===== src/rtl/wdog_steer_pkg.sv =====
package wdog_steer_pkg;

   // Outcome of a count step at the end of an interval
   typedef enum logic [1:0] {
      WD_ACT_NONE  = 2'd0,
      WD_ACT_IRQ   = 2'd1,
      WD_ACT_RESET = 2'd2
   } wd_action_e;

   function automatic wd_action_e wd_pick_action(input logic fire, input logic steer);
      if (!fire)
         return WD_ACT_NONE;
      return steer ? WD_ACT_RESET : WD_ACT_IRQ;
   endfunction

endpackage


===== src/rtl/wdog_regs.sv =====
module wdog_regs #(
   parameter int DATA_W = 8
) (
   input  logic              clk,
   input  logic              rst,
   input  logic              wr_i,
   input  logic              rd_i,
   input  logic              sel_i,
   input  logic [DATA_W-1:0] wdata_i,
   input  logic              clear_i,
   input  logic              flag_i,
   output logic [DATA_W-1:0] value_o,
   output logic [DATA_W-1:0] arm_value_o,
   output logic              restart_o,
   output logic [DATA_W-1:0] rdata_o
);

   logic [DATA_W-1:0] value_q;
   logic              ctl_wr;
   logic              ctl_rd;

   assign ctl_wr    = wr_i && !sel_i;
   assign ctl_rd    = rd_i && !sel_i;
   assign restart_o = ctl_wr || ctl_rd;

   // a write arms with the new byte, a read re-arms with the stored one
   assign arm_value_o = ctl_wr ? wdata_i : value_q;

   always_ff @(posedge clk) begin
      if (rst)
         value_q <= '0;
      else if (ctl_wr)
         value_q <= wdata_i;
      else if (clear_i)
         value_q <= '0;
   end

   assign value_o = value_q;
   assign rdata_o = sel_i ? {flag_i, {(DATA_W-1){1'b0}}} : value_q;

endmodule


===== src/rtl/wdog_span.sv =====
module wdog_span #(
   parameter int MULT_W = 5,
   parameter int RES_W  = 2,
   parameter int CNT_W  = 11
) (
   input  logic [MULT_W-1:0] mult_i,
   input  logic [RES_W-1:0]  res_i,
   output logic [CNT_W-1:0]  span_o
);

   localparam int NRES = 2 ** RES_W;

   logic [CNT_W-1:0] spans [NRES];

   // one shifted copy per resolution step, each step a factor of four
   for (genvar r = 0; r < NRES; r++) begin : g_res
      assign spans[r] = CNT_W'(mult_i) << (2 * r);
   end

   assign span_o = spans[res_i];

endmodule


===== src/rtl/wdog_count.sv =====
module wdog_count
   import wdog_steer_pkg::*;
#(
   parameter int CNT_W = 11
) (
   input  logic             clk,
   input  logic             rst,
   input  logic             restart_i,
   input  logic [CNT_W-1:0] span_i,
   input  logic             tick_i,
   input  logic             steer_i,
   output logic             fire_reset_o,
   output logic             flag_o,
   output logic             rst_pulse_o,
   output logic             irq_pulse_o
);

   logic [CNT_W-1:0] cnt_q;
   logic             armed_q;
   logic             flag_q;
   logic             rst_q;
   logic             irq_q;
   logic             last_tick;
   wd_action_e       act;

   assign last_tick    = !restart_i && armed_q && tick_i && (cnt_q == CNT_W'(1));
   assign act          = wd_pick_action(last_tick, steer_i);
   assign fire_reset_o = (act == WD_ACT_RESET);

   always_ff @(posedge clk) begin
      if (rst) begin
         cnt_q   <= '0;
         armed_q <= 1'b0;
         flag_q  <= 1'b0;
         rst_q   <= 1'b0;
         irq_q   <= 1'b0;
      end else begin
         rst_q <= (act == WD_ACT_RESET);
         irq_q <= (act == WD_ACT_IRQ);
         if (restart_i) begin
            cnt_q   <= span_i;
            armed_q <= (span_i != '0);
            flag_q  <= 1'b0;
         end else if (last_tick) begin
            cnt_q   <= '0;
            armed_q <= 1'b0;
            flag_q  <= 1'b1;
         end else if (armed_q && tick_i) begin
            cnt_q <= cnt_q - CNT_W'(1);
         end
      end
   end

   assign flag_o      = flag_q;
   assign rst_pulse_o = rst_q;
   assign irq_pulse_o = irq_q;

endmodule


===== src/rtl/wdog_steer.sv =====
module wdog_steer #(
   parameter int DATA_W = 8,
   parameter int MULT_W = 5,
   parameter int RES_W  = 2
) (
   input  logic              clk,
   input  logic              rst,
   input  logic              tick_16hz_i,
   input  logic              bus_wr_i,
   input  logic              bus_rd_i,
   input  logic              bus_sel_i,
   input  logic [DATA_W-1:0] bus_wdata_i,
   output logic [DATA_W-1:0] bus_rdata_o,
   output logic              rst_req_o,
   output logic              irq_o,
   output logic              century_clr_o
);

   localparam int MAX_RES = 2 ** RES_W - 1;
   localparam int CNT_W   = MULT_W + 2 * MAX_RES;
   localparam int STEER_B = DATA_W - 1;

   if (DATA_W != MULT_W + RES_W + 1) begin : g_bad_layout
      $error("control byte must hold multiplier, resolution and steering bit exactly");
   end
   if (MULT_W < 1 || RES_W < 1) begin : g_bad_fields
      $error("multiplier and resolution fields need at least one bit");
   end

   logic [DATA_W-1:0] wd_value;
   logic [DATA_W-1:0] arm_value;
   logic              restart;
   logic              fire_reset;
   logic              flag;
   logic              rst_pulse;
   logic [CNT_W-1:0]  span;

   wdog_regs #(.DATA_W(DATA_W)) u_regs (
      .clk         (clk),
      .rst         (rst),
      .wr_i        (bus_wr_i),
      .rd_i        (bus_rd_i),
      .sel_i       (bus_sel_i),
      .wdata_i     (bus_wdata_i),
      .clear_i     (fire_reset),
      .flag_i      (flag),
      .value_o     (wd_value),
      .arm_value_o (arm_value),
      .restart_o   (restart),
      .rdata_o     (bus_rdata_o)
   );

   wdog_span #(.MULT_W(MULT_W), .RES_W(RES_W), .CNT_W(CNT_W)) u_span (
      .mult_i (arm_value[RES_W +: MULT_W]),
      .res_i  (arm_value[RES_W-1:0]),
      .span_o (span)
   );

   wdog_count #(.CNT_W(CNT_W)) u_count (
      .clk          (clk),
      .rst          (rst),
      .restart_i    (restart),
      .span_i       (span),
      .tick_i       (tick_16hz_i),
      .steer_i      (wd_value[STEER_B]),
      .fire_reset_o (fire_reset),
      .flag_o       (flag),
      .rst_pulse_o  (rst_pulse),
      .irq_pulse_o  (irq_o)
   );

   assign rst_req_o     = rst_pulse;
   assign century_clr_o = rst_pulse;

endmodule


===== config.mk =====
export PLATFORM = sky130hd
export DESIGN_NAME = wdog_steer
export DESIGN_NICKNAME = d
export VERILOG_FILES = /design/src/rtl/wdog_steer_pkg.sv /design/src/rtl/wdog_regs.sv /design/src/rtl/wdog_span.sv /design/src/rtl/wdog_count.sv /design/src/rtl/wdog_steer.sv
export SDC_FILE = /design/constraint.sdc
export NUM_CORES = 1
export LEC_CHECK = 0
export BUFFER_PORTS_ARGS = -buffer_cell sky130_fd_sc_hd__buf_2
export CORE_ASPECT_RATIO = 1.75
export CORE_MARGIN = 2
export CORE_UTILIZATION = 45
export CTS_CLUSTER_DIAMETER = 40
export CTS_CLUSTER_SIZE = 24
export DETAILED_ROUTE_END_ITERATION = 10
export PLACE_DENSITY_LB_ADDON = 0.1
export SLEW_MARGIN = 20
export SYNTH_ARGS = -nofsm -noshare
export SYNTH_HDL_FRONTEND = slang
export SYNTH_SLANG_ARGS = --single-unit

===== constraint.sdc =====
create_clock -name clk -period 2.1 [get_ports clk]
set_clock_uncertainty 0.05 [all_clocks]
set_input_delay 0.105 -clock clk [delete_from_list [all_inputs] [get_ports clk]]
set_output_delay 0.105 -clock clk [all_outputs]
set_load 0.05 [all_outputs]

# == Yosys cells after proc, flatten, opt, wreduce, memory -nomap -nowiden ==
# Index checks and enable logic that the tools add are counted.
# op_classes
addsub,1
order_cmp,1
n_eq_ne,3
n_mux,14
bitwise,1
reduce_logical,14
# ops
operator,count
2-to-1 mux 11 bit,5
2-to-1 mux 8 bit,3
binary-select mux 11 bit (select 2 bit),1
equality test 11 x 1 -> 1 bit (second input constant),1
nonzero test 11 bit,1
subtractor 11 x 1 -> 11 bit (second input constant),1
2-to-1 mux 7 bit,1
logical AND 1 bit,6
2-to-1 mux 2 bit,2
nonzero test 2 bit,2
>= comparator 3 bit (second input constant),1
NOT 2 -> 3 bit,1
nonzero test 3 bit,1
equality test 2 x 1 -> 1 bit (second input constant),1
equality test 2 bit (second input constant),1
logical NOT 1 bit,2
2-to-1 mux 1 bit,2
OR reduction 2 bit,1
logical OR 1 bit,1
# word_totals
ff_bits,23
input_bits,14
out_inout_bits,11
elab_cells,40

# == Depth between registers and ports, before layout ==
# Gate-level depths: netlist of run 1.
# logic_depth
depth_word,11
mapped_depth,7
mapped_depth_nobuf,7

# == By module ==
# A second synthesis of run 1 with hierarchy kept.
# unflattened
cells_unflattened,186
area_unflattened_um2,1514.0
# by_module_without_submodules
mod,instances,cells_per_inst,area_each_um2,seq_area_each_um2
wdog_count,1,100,842.1,300.3
wdog_regs,1,65,514.2,160.2
wdog_span,1,20,150.1,0.0
wdog_steer,1,1,7.5,0.0

# == Least setup slack after synthesis of run 1 ==
# No wires, ideal clock.
# synth_path
path_kind,reg-to-reg
startpoint,register u_count.cnt_q[0]
endpoint,register u_count.cnt_q[6]
setup_time_ps,122
arrival_ps,1963
required_ps,1928
path_slack_ps,-35
path_stages_with_launch,7
path_buffers,0
cell_sequence,dfxtp_1 > ha_1 > or4b_1 > nor4_4 > nor2_4 > a21o_1 > a311o_1
# synth_via
elab_chain_cells,4
elab_cells_between_ends,7
cone_classes,add/sub (1); eq/ne (1); mux (3); reduce/logical (2)
# synth_rtl
item,line,text
"start, declared",wdog_count.sv:18,logic [CNT_W-1:0] cnt_q;
"start signal, assigned",wdog_count.sv:41,cnt_q <= span_i;
"start signal, assigned",wdog_count.sv:49,cnt_q <= cnt_q - CNT_W'(1);
subtractor 11 x 1 -> 11 bit / equality test 11 x 1 -> 1 bit (equally long branches),"wdog_count.sv:49, wdog_count.sv:26",
2-to-1 mux 11 bit / logical AND 1 bit (equally long branches),"wdog_count.sv:48, wdog_count.sv:26",
2-to-1 mux 11 bit,wdog_count.sv:44,end else if (last_tick) begin
2-to-1 mux 11 bit,wdog_count.sv:40,if (restart_i) begin
# Several ways; a longest one is shown, not always the timed one. The select of a mux whose other input is x is not followed.
# A chain may end at the register's enable or synchronous reset.

# == Worst setup path after layout of run 1 ==
# layout_path
startpoint,register u_count.cnt_q[1]
endpoint,register u_count.cnt_q[6]
# The elaborated chain is that of the path after synthesis.

==> results.sh, run 1 <==
export IMPL_final_layout_size_suffix_gt1_share_pct=27.9
export IMPL_yosys_top_cells_area="dfxtp_1, mux2i_1, nand2_1, nor3_1, nor2_1"
export IMPL_vias=1602
export IMPL_synth_top_area_share_pct=31.1
export IMPL_routed_wirelength_mm=4.60
export IMPL_post_route_min_period_ps=2040
export IMPL_fin_setup_tns_ps=0
export IMPL_rows=27
export IMPL_final_common_cell="buf_2"
export IMPL_cts_root_buffer="clkbuf_8"
export IMPL_fin_nets=239
export IMPL_syn_avg_cell_area_um2=8.08
export IMPL_routed_top_layer="met4"
export IMPL_die_w_um=47.3
export IMPL_hold_ws_ps=23.9
export IMPL_drt_met1_wl_mm=1.61
export IMPL_hp_class="primary input to flip-flop"
export IMPL_slowest_stage="or4b_4"
export IMPL_wl_met3_um=206
export IMPL_clk_pin_slew_ps=90
export IMPL_overflow=0
export IMPL_drc=0
export IMPL_slew_headroom_pct=53.0
export IMPL_yosys_area_share_adder_pct=1.69
export IMPL_syn_inst=183
export IMPL_numCtsBuffers=3
export IMPL_status="complete, no violations"
export IMPL_place_congestion=0.909
export IMPL_synthFlopType="dfxtp_1"
export IMPL_synth_simple_area_share_pct=29.6
export IMPL_async_reset_ff_share_pct=0
export IMPL_critical_path_max_stage_delay_ps=480
export IMPL_crit_arrival_ps=2160
export IMPL_path_cells="inv_1 -> ha_1 -> or4b_4 -> nor4_4 -> buf_4 -> nor2_4 -> a21o_1 -> a311o_1"
export IMPL_dp_hpwl_mm=3.62
export IMPL_seq_area_frac_synth_pct=31.1
export IMPL_hold_viol_final=0
export IMPL_htreeDepth=1
export IMPL_synthMuxAreaShare_pct=7.61
export IMPL_syn_num_nets=199
export IMPL_wl_met2_mm=2.64
export IMPL_core_area_um2=3140
export IMPL_drtPass1Iterations=4
export IMPL_clk_latency_ps=270
export IMPL_ir_worst_vdd_mv=0.480
export IMPL_rsz0062_at_grt="yes"
export IMPL_syn_to_final_growth_pct=23.6
export IMPL_grt_total_usage_pct=26.1
export IMPL_finalSetupViolations=0
export IMPL_crit_fanout=7
export IMPL_ant_nets=0
export IMPL_drtIter0Drc=82
export IMPL_yosysWarnings=0
export IMPL_io_pins=25
export IMPL_grt_max_degree=22
export IMPL_hold_buffers=0
export IMPL_clk_path_buf_depth=2
export IMPL_fin_crit_sh_pct=97.4
export IMPL_synth_compound_area_share_pct=24.7
export IMPL_synth_xor_area_share_pct=1.18
export IMPL_cts_tree="built"
export IMPL_die_h_um=79.8
export IMPL_synth_seq_cells=23
export IMPL_startpoint_type="flip-flop"
export IMPL_final_cell_mix="buf_2, dfxtp_1, buf_4"
export IMPL_fmax_mhz=489
export IMPL_yosys_area_top_type="dfxtp_1"
export IMPL_portBuffers=24
export IMPL_diodes=0
export IMPL_wl_per_cell_um=17.4
export IMPL_start_util_pct=47.1
export IMPL_first_global_vias=1584
export IMPL_cts_sinks=23
export IMPL_avgViaCountPerCell=6.05
export IMPL_synth_edf_count=0
export IMPL_drv_slew=0
export IMPL_path_class="flip-flop to flip-flop"
export IMPL_dieArea_um2=3780
export IMPL_syn_cell_area_um2=1480
export IMPL_cap_violations=0
export IMPL_end_kind="flip-flop"
export IMPL_ys_types=49
export IMPL_synth_top_family_by_area="simple AND/OR/NAND/NOR gates"
export IMPL_grt_pass1_wl_mm=7.17
export IMPL_p_per_area_nw_per_um2=612
export IMPL_critPathRequiredTime_ps=2210
export IMPL_tightest_slew_ps=705
export IMPL_leakage_nw=0.751
export IMPL_antenna_found_initial=0
==> cell usage after synthesis (2+ instances only) <==
| library cell | n |
|---|---|
| mux2_2 | 2 |
| clkbuf_1 | 6 |
| dfxtp_1 | 23 |
| nand2_1 | 17 |
| nor2b_1 | 7 |
| o211ai_1 | 6 |
| o21ai_0 | 5 |
| inv_1 | 7 |
| nor4b_1 | 2 |
| mux2i_1 | 9 |
| nand3_1 | 7 |
| a31o_2 | 2 |
| a222oi_1 | 2 |
| a31oi_1 | 5 |
| nor3_1 | 12 |
| a211oi_1 | 3 |
| nor4_1 | 4 |
| a22o_1 | 6 |
| a21oi_1 | 11 |
| ha_1 | 2 |
| nor4bb_1 | 2 |
| nor2_1 | 16 |
==> worst max-delay path, delay by kind of cell, from the launching register on <==
kind,cells,cell delay [ps]
flip-flops,1,320
AND/OR/NAND/NOR,3,660
AO/OA/AOI/OAI,2,510
buffers and inverters,2,250
adder cells (fa/ha/maj),1,140
==> power breakdown <==
group / internal, mW / total (mW) / leakage (nW) / switching, mW
clock network: 0.133 / 0.286 / 0.0255 / 0.153
registers: 0.459 / 0.484 / 0.187 / 0.0249
logic: 0.152 / 0.350 / 0.539 / 0.198
==> routing by layer <==
| layer | up-vias | global-route usage [%] |
|---|---|---|
| met5 | - | 0 |
| met4 | 0 | 12.2 |
| met3 | 18 | 3.39 |
| met2 | 67 | 49.9 |
| met1 | 753 | 24.7 |
| li1 | 764 | - |
==> layout make-up <==
class                   count  area [um2]
clock inverters             1        5.00
clock buffers               3        41.3
fillers                   320        1310
repair buffers             43         263
multi-input cells         145         978
well taps                  43        53.8
inverters                   7        26.3
flip-flops and latches     23         460
==> final timing paths <==
check / from / to / slack (ps) / depth (start not counted)
worst max-delay path: u_count.cnt_q[1] / u_count.cnt_q[6] / 60 / 8
worst min-delay path: bus_wdata_i[7] / u_regs.value_o[7] / 20 / 3
worst max register to register: u_count.cnt_q[1] / u_count.cnt_q[6] / 60 / 8
worst min register to register: u_count.flag_o / u_count.flag_o / 460 / 2
==> kinds of logic after synthesis <==
| kind of cell | after synthesis |
|---|---|
| AO/OA/AOI/OAI | 51 |
| adder cells (fa/ha/maj) | 2 |
| buffers and inverters | 15 |
| AND/OR/NAND/NOR | 79 |
| multiplexers | 11 |
| XOR/XNOR | 2 |
| flip-flops | 23 |
==> what timing repair did <==
| action | CTS | global route |
|---|---|---|
| gates resized for setup | 3 | 2 |
| buffers inserted | 1 | 1 |
| pin swaps | 1 | 1 |
| endpoints found under the setup margin | 10 | 13 |
==> through the flow <==
step           power, mW  instances  utilization, %  cell area, um2  setup slack [ps]
2_1_floorplan      0.703        183               -            1480             -35.4
3_3_place_gp       0.817        259            55.6            1750              37.7
3_5_place_dp       0.822        259            55.6            1750             -8.59
4_1_cts             1.11        264            57.7            1810              18.0
5_1_grt             1.17        265            58.2            1830             -24.8
6_report            1.12        265            58.2            1830              55.1
==> state kept, by name, summed over array words and instances, names as in the netlist <==
signal               count
u_count.flag_o           1
u_count.rst_pulse_o      1
u_regs.value_o           8
u_count.armed_q          1
u_count.cnt_q           11
u_count.irq_pulse_o      1
Note: power is estimated with default switching activity, not from simulation.
==> inputs of run 2 (changes only) <==
Clock period 2.1 ns to 2.05 ns, I/O delays scaled along.
==> results.sh, run 2 (synthesis gave the netlist of run 1 again) <==
export IMPL_postLayoutSetupSlackWorst_ps=37.2
export IMPL_fill_cells=301
export IMPL_finalSetupViolations=0
export IMPL_path_cells="inv_2 -> ha_4 -> or4b_4 -> nor4_4 -> buf_4 -> nor2_4 -> buf_6 -> a222oi_1 -> nor2_1"
export IMPL_grt_pass1_wl_mm=7.76
export IMPL_first_global_vias=1622
export IMPL_grt_max_degree=22
export IMPL_hold_viol_final=0
export IMPL_min_to="u_regs.value_o[7]"
export IMPL_final_cells=265
export IMPL_critPathRequiredTime_ps=2170
export IMPL_antenna_found_initial=0
export IMPL_fin_nets=239
export IMPL_diodes=0
export IMPL_io_pins=25
export IMPL_p_per_area_nw_per_um2=632
export IMPL_dp_cells=255
export IMPL_crit_fanout=7
export IMPL_clk_latency_ps=280
export IMPL_power_total_mw=1.17
export IMPL_drc=0
export IMPL_die_h_um=79.8
export IMPL_fin_crit_sh_pct=98.2
export IMPL_drv_slew=0
export IMPL_dieArea_um2=3780
export IMPL_crit_arrival_ps=2130
export IMPL_post_route_min_period_ps=2010
export IMPL_largest_reg_flops=11
export IMPL_dp_hpwl_mm=3.44
export IMPL_avgViaCountPerCell=6.18
export IMPL_place_congestion=0.992
export IMPL_core_area_um2=3140
export IMPL_wl_per_cell_um=18.2
export IMPL_regMostFlops="u_count.cnt_q"
export IMPL_routed_wirelength_mm=4.81
export IMPL_final_layout_size_suffix_gt1_share_pct=30.2
export IMPL_hp_class="primary input to flip-flop"
export IMPL_rr_endpoint="u_count.cnt_q[9]"
export IMPL_cts_root_buffer="clkbuf_8"
export IMPL_grt_total_usage_pct=28.2
export IMPL_vias=1638
export IMPL_cts_tree="built"
export IMPL_rsz0062_at_grt="yes"
export IMPL_clk_path_buf_depth=2
export IMPL_fin_setup_tns_ps=0
export IMPL_ir_worst_vdd_mv=0.430
export IMPL_path_class="flip-flop to flip-flop"
export IMPL_leakage_nw=0.757
export IMPL_tightest_slew_ps=728
export IMPL_fin_util_pct=59.2
export IMPL_drtPass1Iterations=6
export IMPL_critical_path_max_stage_delay_ps=470
export IMPL_startpoint_type="flip-flop"
export IMPL_ff2ff_path_depth=9
export IMPL_slowest_stage="or4b_4"
export IMPL_htreeDepth=1
export IMPL_rows=27
export IMPL_end_kind="flip-flop"
export IMPL_reg2reg_slack_ps=40
export IMPL_cts_sinks=23
export IMPL_worstHoldStart="bus_wdata_i[7]"
export IMPL_place_ws_ps=-53.0
export IMPL_hold_buffers=0
export IMPL_clk_pin_slew_ps=100
export IMPL_regToRegStartpoint="u_count.cnt_q[1]"
export IMPL_slew_headroom_pct=51.5
export IMPL_ant_nets=0
export IMPL_whs_path_depth=3
export IMPL_status="complete, no violations"
export IMPL_drtIter0Drc=67
export IMPL_syn_to_final_growth_pct=25.7
export IMPL_final_common_cell="buf_2"
export IMPL_start_util_pct=47.1
export IMPL_cap_violations=0
export IMPL_overflow=0
export IMPL_final_cell_mix="buf_2, dfxtp_1, nand2_1, buf_4, nor2_1"
export IMPL_portBuffers=24
export IMPL_critPathLaunch="u_count.cnt_q[1]"
export IMPL_numCtsBuffers=3
export IMPL_fmax_mhz=497
export IMPL_die_w_um=47.3
-- run 2: changes by cell type in the layout (fill, tap and decap cells not counted), moves of 2 or more --
| cell | before | now |
|---|---|---|
| dfxtp_1 | 23 | 20 |
| buf_6 | 0 | 2 |
| buf_4 | 19 | 17 |
| dfxtp_2 | 0 | 2 |
-- run 2: layer usage --
metal	track usage, %	vias up	part of all wire [%]
met1	29.8	767	36
li1	-	768	-
met5	0	-	0
met2	46.5	78	53
met4	21.4	0	5.8
met3	3.85	25	4.8
-- run 2: worst max path at each step --
stage / to / slack [ps] / depth (start not counted)
after global routing: u_count.cnt_q[9] / -70 / 9
after floorplan: u_count.cnt_q[6] / -50 / 7
final: u_count.cnt_q[9] / 40 / 9
after CTS: u_count.cnt_q[1] / 4 / 9
after global placement: u_count.cnt_q[9] / -1 / 8
after detailed placement: u_count.cnt_q[9] / -50 / 8
-- run 2: layout make-up --
type | instances | area, um2 | share of cell area (%)
clock buffer | 3 | 41.3 | 2.22
clock inverter | 1 | 5.00 | 0.269
inverter | 7 | 26.3 | 1.41
multi-input combinational | 145 | 996 | 53.6
sequential | 23 | 467 | 25.1
tap | 43 | 53.8 | 2.89
timing repair buffer | 43 | 270 | 14.5
-- run 2: what timing repair did --
item,4_1_cts,5_1_grt
pin swaps,6,4
resized for setup,6,5
setup endpoints to repair,7,17
setup buffers,5,1
-- run 2: stage by stage --
| step | area, um2 | hold WS [ps] |
|---|---|---|
| final | 1860 | 20.8 |
| after global routing | 1860 | 30.1 |
| after CTS | 1840 | 22.7 |
| after detailed placement | 1730 | 300 |
| after global placement | 1730 | 291 |
| after floorplan | 1490 | 185 |
-- run 2: power by group --
group	internal (mW)	switching (mW)	total [mW]
combinational	0.163	0.210	0.373
clock	0.136	0.166	0.303
sequential	0.471	0.0286	0.499
total	0.770	0.405	1.17
-- run 2: critical path, delay by kind of cell, from the launching register on --
kind | cells | cell delay (ps)
DFF | 1 | 330
adders and majority gates | 1 | 120
buffers and inverters | 3 | 390
AOI/OAI and AO/OA | 1 | 280
and+or+nand+nor | 4 | 730
==> inputs of run 3 (changes only) <==
Settings changed: CORE_MARGIN 2 to not set, PLACE_DENSITY set to 0.68, PLACE_DENSITY_LB_ADDON 0.1 to not set, SYNTH_HIERARCHICAL set to 1.
==> results.sh, run 3 <==
export IMPL_io_pins=25
export IMPL_clk_pin_slew_ps=90
export IMPL_cap_violations=0
export IMPL_fin_nets=246
export IMPL_reg2reg_slack_ps=90
export IMPL_tightest_slew_ps=460
export IMPL_routed_wirelength_mm=3.91
export IMPL_crit_family="simple AND/OR/NAND/NOR gates"
export IMPL_critical_path_max_stage_delay_ps=560
export IMPL_die_w_um=45.7
export IMPL_crit_fanout=8
export IMPL_drc=0
export IMPL_portBuffers=24
export IMPL_path_class="flip-flop to flip-flop"
export IMPL_drtIter0Drc=33
export IMPL_post_route_min_period_ps=1960
export IMPL_critPathRequiredTime_ps=2130
export IMPL_rsz0062_at_grt="no"
export IMPL_syn_cell_area_um2=1510
export IMPL_clk_path_buf_depth=2
export IMPL_startpoint_type="flip-flop"
export IMPL_min_to="u_regs/value_o[7]"
export IMPL_syn_inst=184
export IMPL_crit_arrival_ps=2040
export IMPL_start_util_pct=47.4
export IMPL_cts_tree="built"
export IMPL_slew_headroom_pct=69.3
export IMPL_final_common_cell="nand2_1"
export IMPL_whs_path_depth=3
export IMPL_fin_crit_sh_pct=95.8
export IMPL_worstHoldStart="bus_wdata_i[7]"
export IMPL_hp_class="primary input to flip-flop"
export IMPL_rr_endpoint="u_regs/value_o[6]"
export IMPL_regMostFlops="u_count/cnt_q"
export IMPL_finalSetupViolations=0
export IMPL_cts_root_buffer="clkbuf_8"
export IMPL_syn_avg_cell_area_um2=8.19
export IMPL_multi_input_area_um2=957
export IMPL_path_depth=6
export IMPL_rows=27
export IMPL_clk_latency_ps=270
export IMPL_avgViaCountPerCell=5.44
export IMPL_final_cell_mix="nand2_1, buf_4, buf_2"
export IMPL_drtPass1Iterations=4
export IMPL_leakage_nw=0.816
export IMPL_grt_total_usage_pct=23.6
export IMPL_p_per_area_nw_per_um2=576
export IMPL_wl_per_cell_um=14.4
export IMPL_core_area_um2=3180
export IMPL_slowest_stage="or4_4"
export IMPL_hold_buffers=0
export IMPL_antenna_found_initial=0
export IMPL_fill_cells=310
export IMPL_dieArea_um2=3590
export IMPL_ff2ff_path_depth=6
export IMPL_ant_nets=0
export IMPL_fin_setup_tns_ps=0
export IMPL_dp_hpwl_mm=2.95
export IMPL_ir_worst_vdd_mv=0.521
export IMPL_syn_num_nets=200
export IMPL_grt_pass1_wl_mm=6.36
export IMPL_grt_max_degree=24
export IMPL_syn_to_final_growth_pct=25.0
export IMPL_hold_viol_final=0
export IMPL_critPathBufInv=0
export IMPL_ff_latch_area_um2=462
export IMPL_end_kind="flip-flop"
export IMPL_vias=1481
export IMPL_htreeDepth=1
export IMPL_diodes=0
export IMPL_first_global_vias=1432
export IMPL_status="complete, no violations"
export IMPL_final_layout_size_suffix_gt1_share_pct=34.5
export IMPL_place_congestion=0.891
export IMPL_fin_util_pct=59.3
export IMPL_regToRegStartpoint="u_count/cnt_q[2]"
export IMPL_numCtsBuffers=3
export IMPL_largest_reg_flops=11
export IMPL_overflow=0
export IMPL_path_cells="or4_4 -> or3_4 -> nor2_2 -> and2_4 -> nand3b_1 -> a21oi_1"
export IMPL_cts_sinks=23
export IMPL_fmax_mhz=509
export IMPL_drv_slew=0
export IMPL_die_h_um=78.5
export IMPL_post_cts_setup_buffers=0
export IMPL_yosysWarnings=6
==> run 3: cell type report <==
class                           count  area share (%)
Sequential cell                    23            24.5
Multi-Input combinational cell    142            50.8
Tap cell                           43            2.86
Inverter                            7            1.40
Timing Repair Buffer               53            17.9
Clock inverter                      1           0.266
Clock buffer                        3            2.19
==> run 3: layer usage <==
layer | track usage (%) | vias up | share of wire [%]
met5 | 0 | - | 0
met4 | 11.5 | 0 | 3.4
met3 | 2.07 | 10 | 2.6
met2 | 41.9 | 33 | 55
met1 | 26.5 | 699 | 39
li1 | - | 739 | -
==> run 3: repair_timing <==
action                                 CTS  global route
resized for setup                        0             8
endpoints found under the hold margin    0             0
setup endpoints to repair                0             4
==> run 3: tightest hold or removal path: cells and delay by family <==
kind                   cells  cell delay, ps
and+or+nand+nor            1              60
AOI/OAI and AO/OA          1              50
buffers and inverters      1             100
==> run 3: stage by stage <==
step,setup slack [ps],instance area (um2),instances,total power [mW],hold slack (ps)
after CTS,19.3,1850,272,1.07,29.8
after detailed placement,-94.1,1800,268,0.788,320
after global routing,3.93,1880,272,1.13,53.9
after global placement,-7.48,1800,268,0.779,316
after floorplan,16.9,1510,184,0.696,124
final,85.4,1880,272,1.09,31.6
==> run 3: power by group <==
part / switching, mW / total (mW) / internal, mW / leakage (nW)
clock network: 0.153 / 0.289 / 0.136 / 0.0255
logic: 0.166 / 0.304 / 0.138 / 0.602
registers: 0.0223 / 0.492 / 0.470 / 0.188
total: 0.342 / 1.09 / 0.744 / 0.816
==> run 3: worst max path at each step <==
stage,endpoint,start
global route,u_count/armed_q,u_regs/value_o[1]
finish,u_regs/value_o[6],u_count/cnt_q[2]
floorplan,u_regs/value_o[4],u_count/cnt_q[2]
CTS,u_count/cnt_q[8],u_count/cnt_q[2]
detailed placement,u_count/armed_q,bus_sel_i
global placement,u_count/armed_q,bus_sel_i
